[src/rtl/sslv_pkg.sv]
package sslv_pkg;

  typedef enum logic [1:0] {
    MODE_IDLE = 2'd0,
    MODE_WR   = 2'd1,
    MODE_RD   = 2'd2
  } xfer_mode_e;

  // Field order follows the arrival order of the control bits (LSB first).
  typedef struct packed {
    logic       half_bias;
    logic       seg_off;
    logic [2:0] port_sel;
    logic [1:0] kscan_sel;
    logic [1:0] sleep_sel;
  } ctrl_t;

endpackage

[src/rtl/sslv_pin_sync.sv]
module sslv_pin_sync #(
  parameter int W      = 3,
  parameter int STAGES = 2
) (
  input  logic         clk,
  input  logic         rst,
  input  logic [W-1:0] pin_i,
  output logic [W-1:0] lvl_o,
  output logic [W-1:0] rise_o,
  output logic [W-1:0] fall_o
);

  logic [W-1:0] stg_q [STAGES];
  logic [W-1:0] prev_q;

  always_ff @(posedge clk) begin
    if (rst) begin
      for (int s = 0; s < STAGES; s++) stg_q[s] <= '0;
      prev_q <= '0;
    end else begin
      stg_q[0] <= pin_i;
      for (int s = 1; s < STAGES; s++) stg_q[s] <= stg_q[s-1];
      prev_q <= stg_q[STAGES-1];
    end
  end

  assign lvl_o  = stg_q[STAGES-1];
  assign rise_o = stg_q[STAGES-1] & ~prev_q;
  assign fall_o = ~stg_q[STAGES-1] & prev_q;

endmodule

[src/rtl/sslv_rx.sv]
module sslv_rx
  import sslv_pkg::*;
#(
  parameter int          ADDR_W  = 8,
  parameter int unsigned WR_ADDR = 'h42,
  parameter int unsigned RD_ADDR = 'h43,
  parameter int          FRAME_W = 56
) (
  input  logic               clk,
  input  logic               rst,
  input  logic               ce_lvl_i,
  input  logic               ce_rise_i,
  input  logic               ce_fall_i,
  input  logic               sck_rise_i,
  input  logic               sdi_i,
  output logic               rd_hit_o,
  output xfer_mode_e         mode_o,
  output logic               done_o,
  output logic [FRAME_W-1:0] bits_o
);

  localparam int CNT_W = $clog2(FRAME_W + 2);
  localparam logic [CNT_W-1:0] FULL = CNT_W'(FRAME_W);

  logic [ADDR_W-1:0] addr_q;
  logic [CNT_W-1:0]  cnt_q;
  logic              wr_hit;

  assign wr_hit   = (addr_q == ADDR_W'(WR_ADDR));
  assign rd_hit_o = (addr_q == ADDR_W'(RD_ADDR));

  always_ff @(posedge clk) begin
    if (rst) begin
      addr_q <= '0;
      cnt_q  <= '0;
      mode_o <= MODE_IDLE;
      done_o <= 1'b0;
      bits_o <= '0;
    end else begin
      done_o <= 1'b0;
      if (sck_rise_i && !ce_lvl_i)
        addr_q <= {sdi_i, addr_q[ADDR_W-1:1]};
      if (ce_rise_i) begin
        cnt_q  <= '0;
        mode_o <= wr_hit ? MODE_WR : (rd_hit_o ? MODE_RD : MODE_IDLE);
      end else if (sck_rise_i && ce_lvl_i && mode_o == MODE_WR) begin
        bits_o <= {sdi_i, bits_o[FRAME_W-1:1]};
        if (cnt_q != '1) cnt_q <= cnt_q + 1'b1;
      end
      if (ce_fall_i) begin
        done_o <= (mode_o == MODE_WR) && (cnt_q == FULL);
        mode_o <= MODE_IDLE;
      end
    end
  end

endmodule

[src/rtl/sslv_key_tx.sv]
module sslv_key_tx #(
  parameter int KEY_N = 30
) (
  input  logic             clk,
  input  logic             rst,
  input  logic             load_i,
  input  logic             valid_i,
  input  logic [KEY_N-1:0] key_i,
  input  logic             sa_i,
  input  logic             shift_i,
  output logic             bit_o
);

  localparam int TX_W = KEY_N + 1;

  logic [TX_W-1:0] sr_q;

  always_ff @(posedge clk) begin
    if (rst)          sr_q <= '1;
    else if (load_i)  sr_q <= valid_i ? {sa_i, key_i} : '1;
    else if (shift_i) sr_q <= {1'b1, sr_q[TX_W-1:1]};
  end

  assign bit_o = sr_q[0];

endmodule

[src/rtl/sslv_rst_track.sv]
module sslv_rst_track (
  input  logic clk,
  input  logic rst,
  input  logic por_i,
  input  logic wr_a_i,
  input  logic wr_b_i,
  output logic sys_rst_o
);

  logic seen_a_q, seen_b_q;

  always_ff @(posedge clk) begin
    if (rst || por_i) begin
      seen_a_q  <= 1'b0;
      seen_b_q  <= 1'b0;
      sys_rst_o <= 1'b1;
    end else begin
      if (wr_a_i) seen_a_q <= 1'b1;
      if (wr_b_i) seen_b_q <= 1'b1;
      if ((seen_a_q || wr_a_i) && (seen_b_q || wr_b_i)) sys_rst_o <= 1'b0;
    end
  end

endmodule

[src/rtl/serial_ctrl_slave.sv]
module serial_ctrl_slave
  import sslv_pkg::*;
#(
  parameter int          ADDR_W      = 8,
  parameter int unsigned WR_ADDR     = 'h42,
  parameter int unsigned RD_ADDR     = 'h43,
  parameter int          SEG_A       = 39,
  parameter int          SEG_B       = 36,
  parameter int          FRAME_W     = 56,
  parameter int          KEY_N       = 30,
  parameter int          SYNC_STAGES = 2
) (
  input  logic                     clk,
  input  logic                     rst,
  input  logic                     por_i,
  input  logic                     ce_i,
  input  logic                     sclk_i,
  input  logic                     sdi_i,
  input  logic [KEY_N-1:0]         key_i,
  input  logic                     key_req_i,
  output logic                     do_low_o,
  output logic                     key_ack_o,
  output logic [SEG_A+SEG_B-1:0]   seg_o,
  output logic [1:0]               sleep_sel_o,
  output logic [1:0]               kscan_sel_o,
  output logic [2:0]               port_sel_o,
  output logic                     seg_off_o,
  output logic                     half_bias_o,
  output logic                     sys_rst_o
);

  localparam int SEG_N    = SEG_A + SEG_B;
  localparam int CTRL_W   = $bits(ctrl_t);
  localparam int DIR_POS  = FRAME_W - 2;
  localparam int CTRL_POS = DIR_POS - CTRL_W;

  // Pin synchronization: index 0 = ce, 1 = sclk, 2 = sdi
  logic [2:0] pin_lvl, pin_rise, pin_fall;

  sslv_pin_sync #(.W(3), .STAGES(SYNC_STAGES)) u_sync (
    .clk    (clk),
    .rst    (rst),
    .pin_i  ({sdi_i, sclk_i, ce_i}),
    .lvl_o  (pin_lvl),
    .rise_o (pin_rise),
    .fall_o (pin_fall)
  );

  logic               rd_hit, frame_done;
  xfer_mode_e         mode;
  logic [FRAME_W-1:0] fbits;

  sslv_rx #(
    .ADDR_W (ADDR_W), .WR_ADDR (WR_ADDR), .RD_ADDR (RD_ADDR), .FRAME_W (FRAME_W)
  ) u_rx (
    .clk        (clk),
    .rst        (rst),
    .ce_lvl_i   (pin_lvl[0]),
    .ce_rise_i  (pin_rise[0]),
    .ce_fall_i  (pin_fall[0]),
    .sck_rise_i (pin_rise[1]),
    .sdi_i      (pin_lvl[2]),
    .rd_hit_o   (rd_hit),
    .mode_o     (mode),
    .done_o     (frame_done),
    .bits_o     (fbits)
  );

  // Frame classification by the trailing direction pair and padding
  logic is_a, is_b, wr_a, wr_b;

  assign is_a = (fbits[FRAME_W-1:DIR_POS] == 2'b00) &&
                (fbits[CTRL_POS-1:SEG_A] == '0);
  assign is_b = (fbits[FRAME_W-1:DIR_POS] == 2'b10) &&
                (fbits[DIR_POS-1:SEG_B] == '0);
  assign wr_a = frame_done && is_a;
  assign wr_b = frame_done && is_b;

  logic [SEG_N-1:0] seg_q;
  ctrl_t            ctrl_q;

  always_ff @(posedge clk) begin
    if (rst) begin
      seg_q  <= '0;
      ctrl_q <= '0;
    end else begin
      if (wr_a) begin
        seg_q[SEG_A-1:0] <= fbits[SEG_A-1:0];
        ctrl_q           <= ctrl_t'(fbits[CTRL_POS +: CTRL_W]);
      end
      if (wr_b)
        seg_q[SEG_N-1:SEG_A] <= fbits[SEG_B-1:0];
    end
  end

  sslv_rst_track u_rtrk (
    .clk       (clk),
    .rst       (rst),
    .por_i     (por_i),
    .wr_a_i    (wr_a),
    .wr_b_i    (wr_b),
    .sys_rst_o (sys_rst_o)
  );

  // Key readout
  logic tx_bit, rd_valid_q, rd_load, rd_end, sa;

  assign sa      = |ctrl_q.sleep_sel;
  assign rd_load = pin_rise[0] && rd_hit;
  assign rd_end  = pin_fall[0] && (mode == MODE_RD);

  sslv_key_tx #(.KEY_N(KEY_N)) u_tx (
    .clk     (clk),
    .rst     (rst),
    .load_i  (rd_load),
    .valid_i (key_req_i && !sys_rst_o),
    .key_i   (key_i),
    .sa_i    (sa),
    .shift_i (pin_fall[1] && pin_lvl[0] && (mode == MODE_RD)),
    .bit_o   (tx_bit)
  );

  always_ff @(posedge clk) begin
    if (rst) begin
      rd_valid_q <= 1'b0;
      key_ack_o  <= 1'b0;
      do_low_o   <= 1'b0;
    end else begin
      if (rd_load) rd_valid_q <= key_req_i && !sys_rst_o;
      key_ack_o <= rd_end && rd_valid_q;
      if (!pin_lvl[0])            do_low_o <= key_req_i && !sys_rst_o;
      else if (mode == MODE_RD)   do_low_o <= !tx_bit;
      else                        do_low_o <= 1'b0;
    end
  end

  assign seg_o       = seg_q;
  assign sleep_sel_o = ctrl_q.sleep_sel;
  assign kscan_sel_o = ctrl_q.kscan_sel;
  assign port_sel_o  = ctrl_q.port_sel;
  assign seg_off_o   = ctrl_q.seg_off;
  assign half_bias_o = ctrl_q.half_bias;

endmodule

[config.mk]
export PLATFORM = sky130hd
export DESIGN_NAME = serial_ctrl_slave
export DESIGN_NICKNAME = d
export VERILOG_FILES = /design/src/rtl/sslv_pkg.sv /design/src/rtl/sslv_pin_sync.sv /design/src/rtl/sslv_rx.sv /design/src/rtl/sslv_key_tx.sv /design/src/rtl/sslv_rst_track.sv /design/src/rtl/serial_ctrl_slave.sv
export SDC_FILE = /design/constraint.sdc
export NUM_CORES = 1
export LEC_CHECK = 0
export CORE_ASPECT_RATIO = 1.25
export CORE_MARGIN = 1.5
export CORE_UTILIZATION = 30
export CTS_CLUSTER_DIAMETER = 200
export DETAILED_ROUTE_END_ITERATION = 8
export GPL_ROUTABILITY_DRIVEN = 0
export HOLD_SLACK_MARGIN = 0.03
export PLACE_DENSITY_LB_ADDON = 0.08
export SETUP_SLACK_MARGIN = 0.4
export SLEW_MARGIN = 20
export SYNTH_ARGS = -nofsm -noshare
export SYNTH_HDL_FRONTEND = slang
export SYNTH_SLANG_ARGS = --single-unit
[constraint.sdc]
create_clock -name clk -period 1.7 [get_ports clk]
set_clock_uncertainty 0.1 [all_clocks]
set_input_delay 0.17 -clock clk [delete_from_list [all_inputs] [get_ports clk]]
set_output_delay 0.17 -clock clk [all_outputs]
set_load 0.1 [all_outputs]
# ---- After elaboration in Yosys (flattened, before gate mapping)
# Memories as Yosys holds them, arrays and structs flattened.
# Index checks and enable logic that the tools add are counted.
dict set report totals {
  mem_count 1
  input_bits 37
  register_bits 196
  word_cells 80
  ramBits 6
  output_inout_bits 87
}
dict set report classes {
  n_eq_ne 7
  bitwise_logic 8
  reduce_logical 31
  n_addsub 1
  mux 12
}
# memory depth width read_ports rd_clocked_by_memory_dff write_ports line
set memory_table {}
lappend memory_table {u_sync.stg_q 2 3 2 0 2 sslv_pin_sync.sv:13} ;# logic [W-1:0] stg_q [STAGES];
# op count
set op_table {}
lappend op_table {{31-bit two-way mux} 3}
lappend op_table {{18-bit logical NOT} 1}
lappend op_table {{8-bit by 7-bit equality test with 1-bit output (second input constant)} 2}
lappend op_table {{1-bit logical AND} 15}
lappend op_table {{2-bit OR reduction} 4}
lappend op_table {{6-bit by 1-bit adder with 6-bit output (second input constant)} 1}
lappend op_table {{6-bit equality test (second input constant)} 1}
lappend op_table {{6-bit logical NOT} 1}
lappend op_table {{3-bit two-way mux} 2}
lappend op_table {{6-bit != test (second input constant)} 1}
lappend op_table {{1-bit two-way mux} 5}
lappend op_table {{2-bit AND} 2}
lappend op_table {{2-bit equality test (second input constant)} 2}
lappend op_table {{2-bit two-way mux} 2}
lappend op_table {{2-bit inverter} 2}
lappend op_table {{2-bit AND reduction} 2}
lappend op_table {{1-bit logical NOT} 3}
lappend op_table {{1-bit logical OR} 3}
lappend op_table {{2-bit by 1-bit equality test with 1-bit output (second input constant)} 1}
lappend op_table {{2-bit logical NOT} 1}
lappend op_table {{1-bit inverter} 2}
lappend op_table {{1-bit bitwise OR} 2}
lappend op_table {{2-bit nonzero test} 1}

# ---- Depth between registers and ports, before layout
dict set report depth {
  depth_word 6
  ltp_mapped 6
  depth_no_buf 5
}

# ---- By module
# A second synthesis with hierarchy kept.
dict set report hier_totals {
  cells_unflattened 877
  hier_area_um2 8079.0
}
# module seq_area_each_um2 cells_per_inst n_inst area_per_inst_um2
set modules_own_cells {}
lappend modules_own_cells {serial_ctrl_slave 1741.7 401 1 3274.4}
lappend modules_own_cells {sslv_rx 1461.4 334 1 2979.1}
lappend modules_own_cells {sslv_key_tx 620.6 106 1 1436.4}
lappend modules_own_cells {sslv_pin_sync 180.2 27 1 296.5}
lappend modules_own_cells {sslv_rst_track 60.1 9 1 92.6}

# ---- Least setup slack after synthesis
# OpenSTA, ideal clock, no wires.
dict set report synth_timing {
  path_type {register -> register}
  startpoint {reg u_rtrk.sys_rst_o}
  endpoint {reg u_tx.sr_q[0]}
  slack_ns -0.153
  synth_period_minus_slack_ns 1.853
  t_required_ns 1.530
  path_stages_with_launch 6
  setup_ns 0.070
  n_path_buf 1
  arrival_ns 1.683
  path_cell_list {dfxtp_1 > nor4bb_1 > nand4_1 > clkbuf_1 > nor2_1 > a21oi_1}
}
dict set report synth_between {
  elab_chain_cells 4
}
# element line
set synth_rtl {}
lappend synth_rtl {{start: declaration} sslv_rst_track.sv:7} ;# output logic sys_rst_o
lappend synth_rtl {{start signal: assignment} sslv_rst_track.sv:16} ;# sys_rst_o <= 1'b1;
lappend synth_rtl {{start signal: assignment} sslv_rst_track.sv:20} ;# if ((seen_a_q || wr_a_i) && (seen_b_q || wr_b_i)) sys_rst_o <= 1'b0;
lappend synth_rtl {{1-bit logical NOT} serial_ctrl_slave.sv:116} ;# .valid_i (key_req_i && !sys_rst_o),
lappend synth_rtl {{1-bit logical AND} serial_ctrl_slave.sv:116}
lappend synth_rtl {{31-bit two-way mux (2 in a row)} sslv_key_tx.sv:20} ;# else if (load_i) sr_q <= valid_i ? {sa_i, key_i} : '1;
lappend synth_rtl {{end signal: assignment} sslv_key_tx.sv:20}
lappend synth_rtl {{end signal: assignment} sslv_key_tx.sv:21} ;# else if (shift_i) sr_q <= {1'b1, sr_q[TX_W-1:1]};
lappend synth_rtl {{end: declaration} sslv_key_tx.sv:16} ;# logic [TX_W-1:0] sr_q;
# Every way passes these cells.
# A chain may end at the register's enable or synchronous reset.

# ---- Final worst setup path
dict set report layout_timing {
  startpoint {reg u_rx.bits_o[39]}
  endpoint {reg seg_q[27] (netlist: seg_o[27])}
}
dict set report layout_between {
  elab_chain_cells 3
}
# element line
set layout_rtl {}
lappend layout_rtl {{start: declaration} sslv_rx.sv:19} ;# output logic [FRAME_W-1:0] bits_o
lappend layout_rtl {{start signal: assignment} sslv_rx.sv:47} ;# bits_o <= {sdi_i, bits_o[FRAME_W-1:1]};
lappend layout_rtl {{6-bit logical NOT} serial_ctrl_slave.sv:73} ;# (fbits[CTRL_POS-1:SEG_A] == '0);
lappend layout_rtl {{1-bit logical AND} serial_ctrl_slave.sv:72} ;# assign is_a = (fbits[FRAME_W-1:DIR_POS] == 2'b00) &&
lappend layout_rtl {{1-bit logical AND} serial_ctrl_slave.sv:76} ;# assign wr_a = frame_done && is_a;
lappend layout_rtl {{end signal: indexed assignment} serial_ctrl_slave.sv:88} ;# seg_q[SEG_A-1:0] <= fbits[SEG_A-1:0];
lappend layout_rtl {{end signal: indexed assignment} serial_ctrl_slave.sv:92} ;# seg_q[SEG_N-1:SEG_A] <= fbits[SEG_B-1:0];
lappend layout_rtl {{end: declaration} serial_ctrl_slave.sv:79} ;# logic [SEG_N-1:0] seg_q;
# Every way passes these cells.

==> run metrics <==
Slew Limit Headroom=between 70 and 80%; Final period util=approximately 100%; cell family with most CP delay=simple AND/OR/NAND/NOR gates; Reg clk slew, reported paths=approximately 0.060 ns; Initial Util=30.6%; Register Area=approximately 4200 µm²; max_cap viols=0; post-route ant nets=0; Pins Over Slew Limit=0; CP required=approximately 2.0 ns; Post-Synthesis Cells=890; Startpoint Class=register; Num CTS Buffers=23; Post-synth top cells=nand2_1, dfxtp_1, a21oi_1, nor2_1, nand3_1; share of layout cells above drive strength 1=between 30 and 40%; # diodes=0; CTS Buffer Depth=3; vias per cell=approximately 4.8; CP max stage cell=dfxtp_2; Top FF cell, synth=dfxtp_1; CTS tree=built; Hold-fix buffers, CTS=0; sequential element share of the synthesized area=53.9%; Multi-input gate area=approximately 3900 µm²; Mapped Avg Cell Area=roughly 8.4 µm²; CP Max Fanout=13; clk_lat worst skew=roughly 0.5 ns; post-synthesis cell area=between 7000 and 8000 µm²; Root Driver=clkbuf_16; DP Worst Slack=-0.00427 ns; CORE AREA=between 20,000 and 25,000 µm²; HP Class=in -> reg; I/O pin count=about 120; status=completed; die area=approximately 26,000 µm²; Leak Pwr=~4.4 nW; GRT Util Overall=between 15 and 20%; Max VDD drop=0.000635 V; worst path cell trace=nor4_4, buf_4, and3_4, clkbuf_16, nand2_1, a21oi_1; pin count of the biggest net entering global routing=approximately 80; synth top area cells=dfxtp_1, a21oi_1, nand2_1; die extent in y=about 180 µm; PortBufs=between 100 and 150; minimum clock period=around 1.7 ns; P&R area growth vs syn=68.5%; FFs w/ async S/R, synth=0%; CP Buf/Inv Count=2; Syn. warnings=0; gr ovfl total=0; DR WL/cell=approximately 18 µm; Placement Rows=64; syn_nets=slightly above 900; setup violators final=0; WP data arrival=approximately 2 ns; DRC=0; final hold vios=0; count leader, synth=nand2_1; #FFs+latches synth=about 200; smallest hold slack=a little over 0.07 ns; fin worst setup slack=0.00833 ns; DR vias=6,774; Worst Tran Pin Value=0.437 ns; Yosys cell types=42; RSZ-0062 raised after global routing=yes; Iter 0 DRT Violations=roughly 330; initial antenna violation count=1; Pre-antenna DRT Iters=4; Power per Cell Area=764 nW/µm²; Overall Power=~9.7 mW; endpoint type of the worst setup path=register; die width=144 µm; Post-Route WL=approximately 25,000 µm; number of global-route vias before repair=6,389; clock sinks=between 200 and 250; CP Class=reg -> reg; EDFF count, synth=0; fmax=slightly below 600 MHz; DP HPWL=12,800 µm; first-pass GRT wire length=about 35,000 µm; leading area contributor after synthesis=dfxtp_1; depth of the CTS H-tree=1; Final nets=about 1,100; setup_tns=0 ns; fill cell total of the finished layout=2,285; Yosys top cell area share=between 50% and 60%; max incr delay on CP=~0.34 ns
-- per-stage QoR --
step	utilization, %	instance area (µm²)	cells
2_1_floorplan	-	7790	890
5_1_grt	51.6	12600	1403
3_3_place_gp	41.8	10200	1309
3_5_place_dp	41.8	10200	1309
4_1_cts	46.9	11500	1375
6_report	51.6	12600	1403
-- final cells by class --
cell class,count,area share (%)
Timing Repair Buffer,209,27.1
Multi-Input combinational cell,617,31.0
Tap cell,330,3.27
Inverter,6,0.178
Clock buffer,36,5.42
Clock inverter,3,0.119
Sequential cell,202,33.0
-- power breakdown --
| group | internal, mW | switching (mW) |
|---|---|---|
| registers | 4.73 | 0.00550 |
| logic | 0.118 | 0.140 |
| clock network | 2.74 | 1.93 |
| total | 7.58 | 2.07 |
-- registers in the layout (all words and copies together), names as in the netlist, 3 cells and up --
| signal | count |
|---|---|
| seg_o | 75 |
| u_rx.bits_o | 56 |
| u_tx.sr_q | 31 |
| u_rx.addr_q | 8 |
| u_rx.cnt_q | 6 |
| u_sync.stg_q | 6 |
| port_sel_o | 3 |
-- routing by layer --
metal | track usage [%] | up-vias | part of all wire (%)
li1 | - | 3346 | -
met1 | 20.7 | 3233 | 43
met2 | 29.7 | 149 | 50
met3 | 3.60 | 44 | 5.2
met5 | 0 | - | 0.077
met4 | 4.61 | 2 | 2.2
-- logic make-up (layout without fill, tap and decap cells) --
family,count (synthesis),count (layout),share of synthesized area [%]
DFF,202,202,53.9
and+or+nand+nor,350,351,20.7
xor gates and xnor gates,3,3,0.350
adders and majority gates,2,2,0.334
muxes,40,40,5.36
AOI/OAI and AO/OA,221,221,15.0
buffers and inverters,72,254,4.34
-- worst min-delay path, delay by kind of cell --
family        cells  cell delay, ns
simple gates      1            0.13
buf+inv           2            0.33
-- final timing paths --
check        slack [ns]                  to          startpoint  depth (start not counted)
max               0.008           seg_o[27]     u_rx.bits_o[39]                          6
min                0.07            do_low_o                 rst                          3
max reg2reg       0.008           seg_o[27]     u_rx.bits_o[39]                          6
min reg2reg        0.33  u_sync.stg_q[0][4]  u_sync.stg_q[0][1]                          1
-- placed cells by master (no fill, tap or decap), types with 2 or more instances in the layout --
cell,instances
buf_8,4
buf_4,31
nand2_2,26
buf_12,104
a21oi_1,140
nor2_4,28
nand2b_1,5
clkbuf_8,6
a21oi_2,36
nand3_1,38
nor3_1,2
nor4_4,2
dfxtp_4,10
or3_1,2
dfxtp_1,121
clkbuf_16,33
mux2i_1,38
o21ai_0,16
xor2_1,2
nor4b_4,3
nor2b_1,9
buf_6,15
nor2_1,19
inv_1,6
clkdlybuf4s50_1,35
clkinv_2,3
nand2_1,165
nand3_4,2
and3_4,3
o21ai_1,23
nand2_4,23
dfxtp_2,71
nor2_2,2
clkbuf_1,7
nand4_1,5
buf_16,10
-- repair_timing --
item	CTS	global route
setup endpoints to repair	276	279
gates resized for setup	54	236
gates cloned	11	12
endpoints found under the hold margin	0	0
pin swaps	27	49
buffers inserted	16	16
Power figures use the tool's default switching activity.
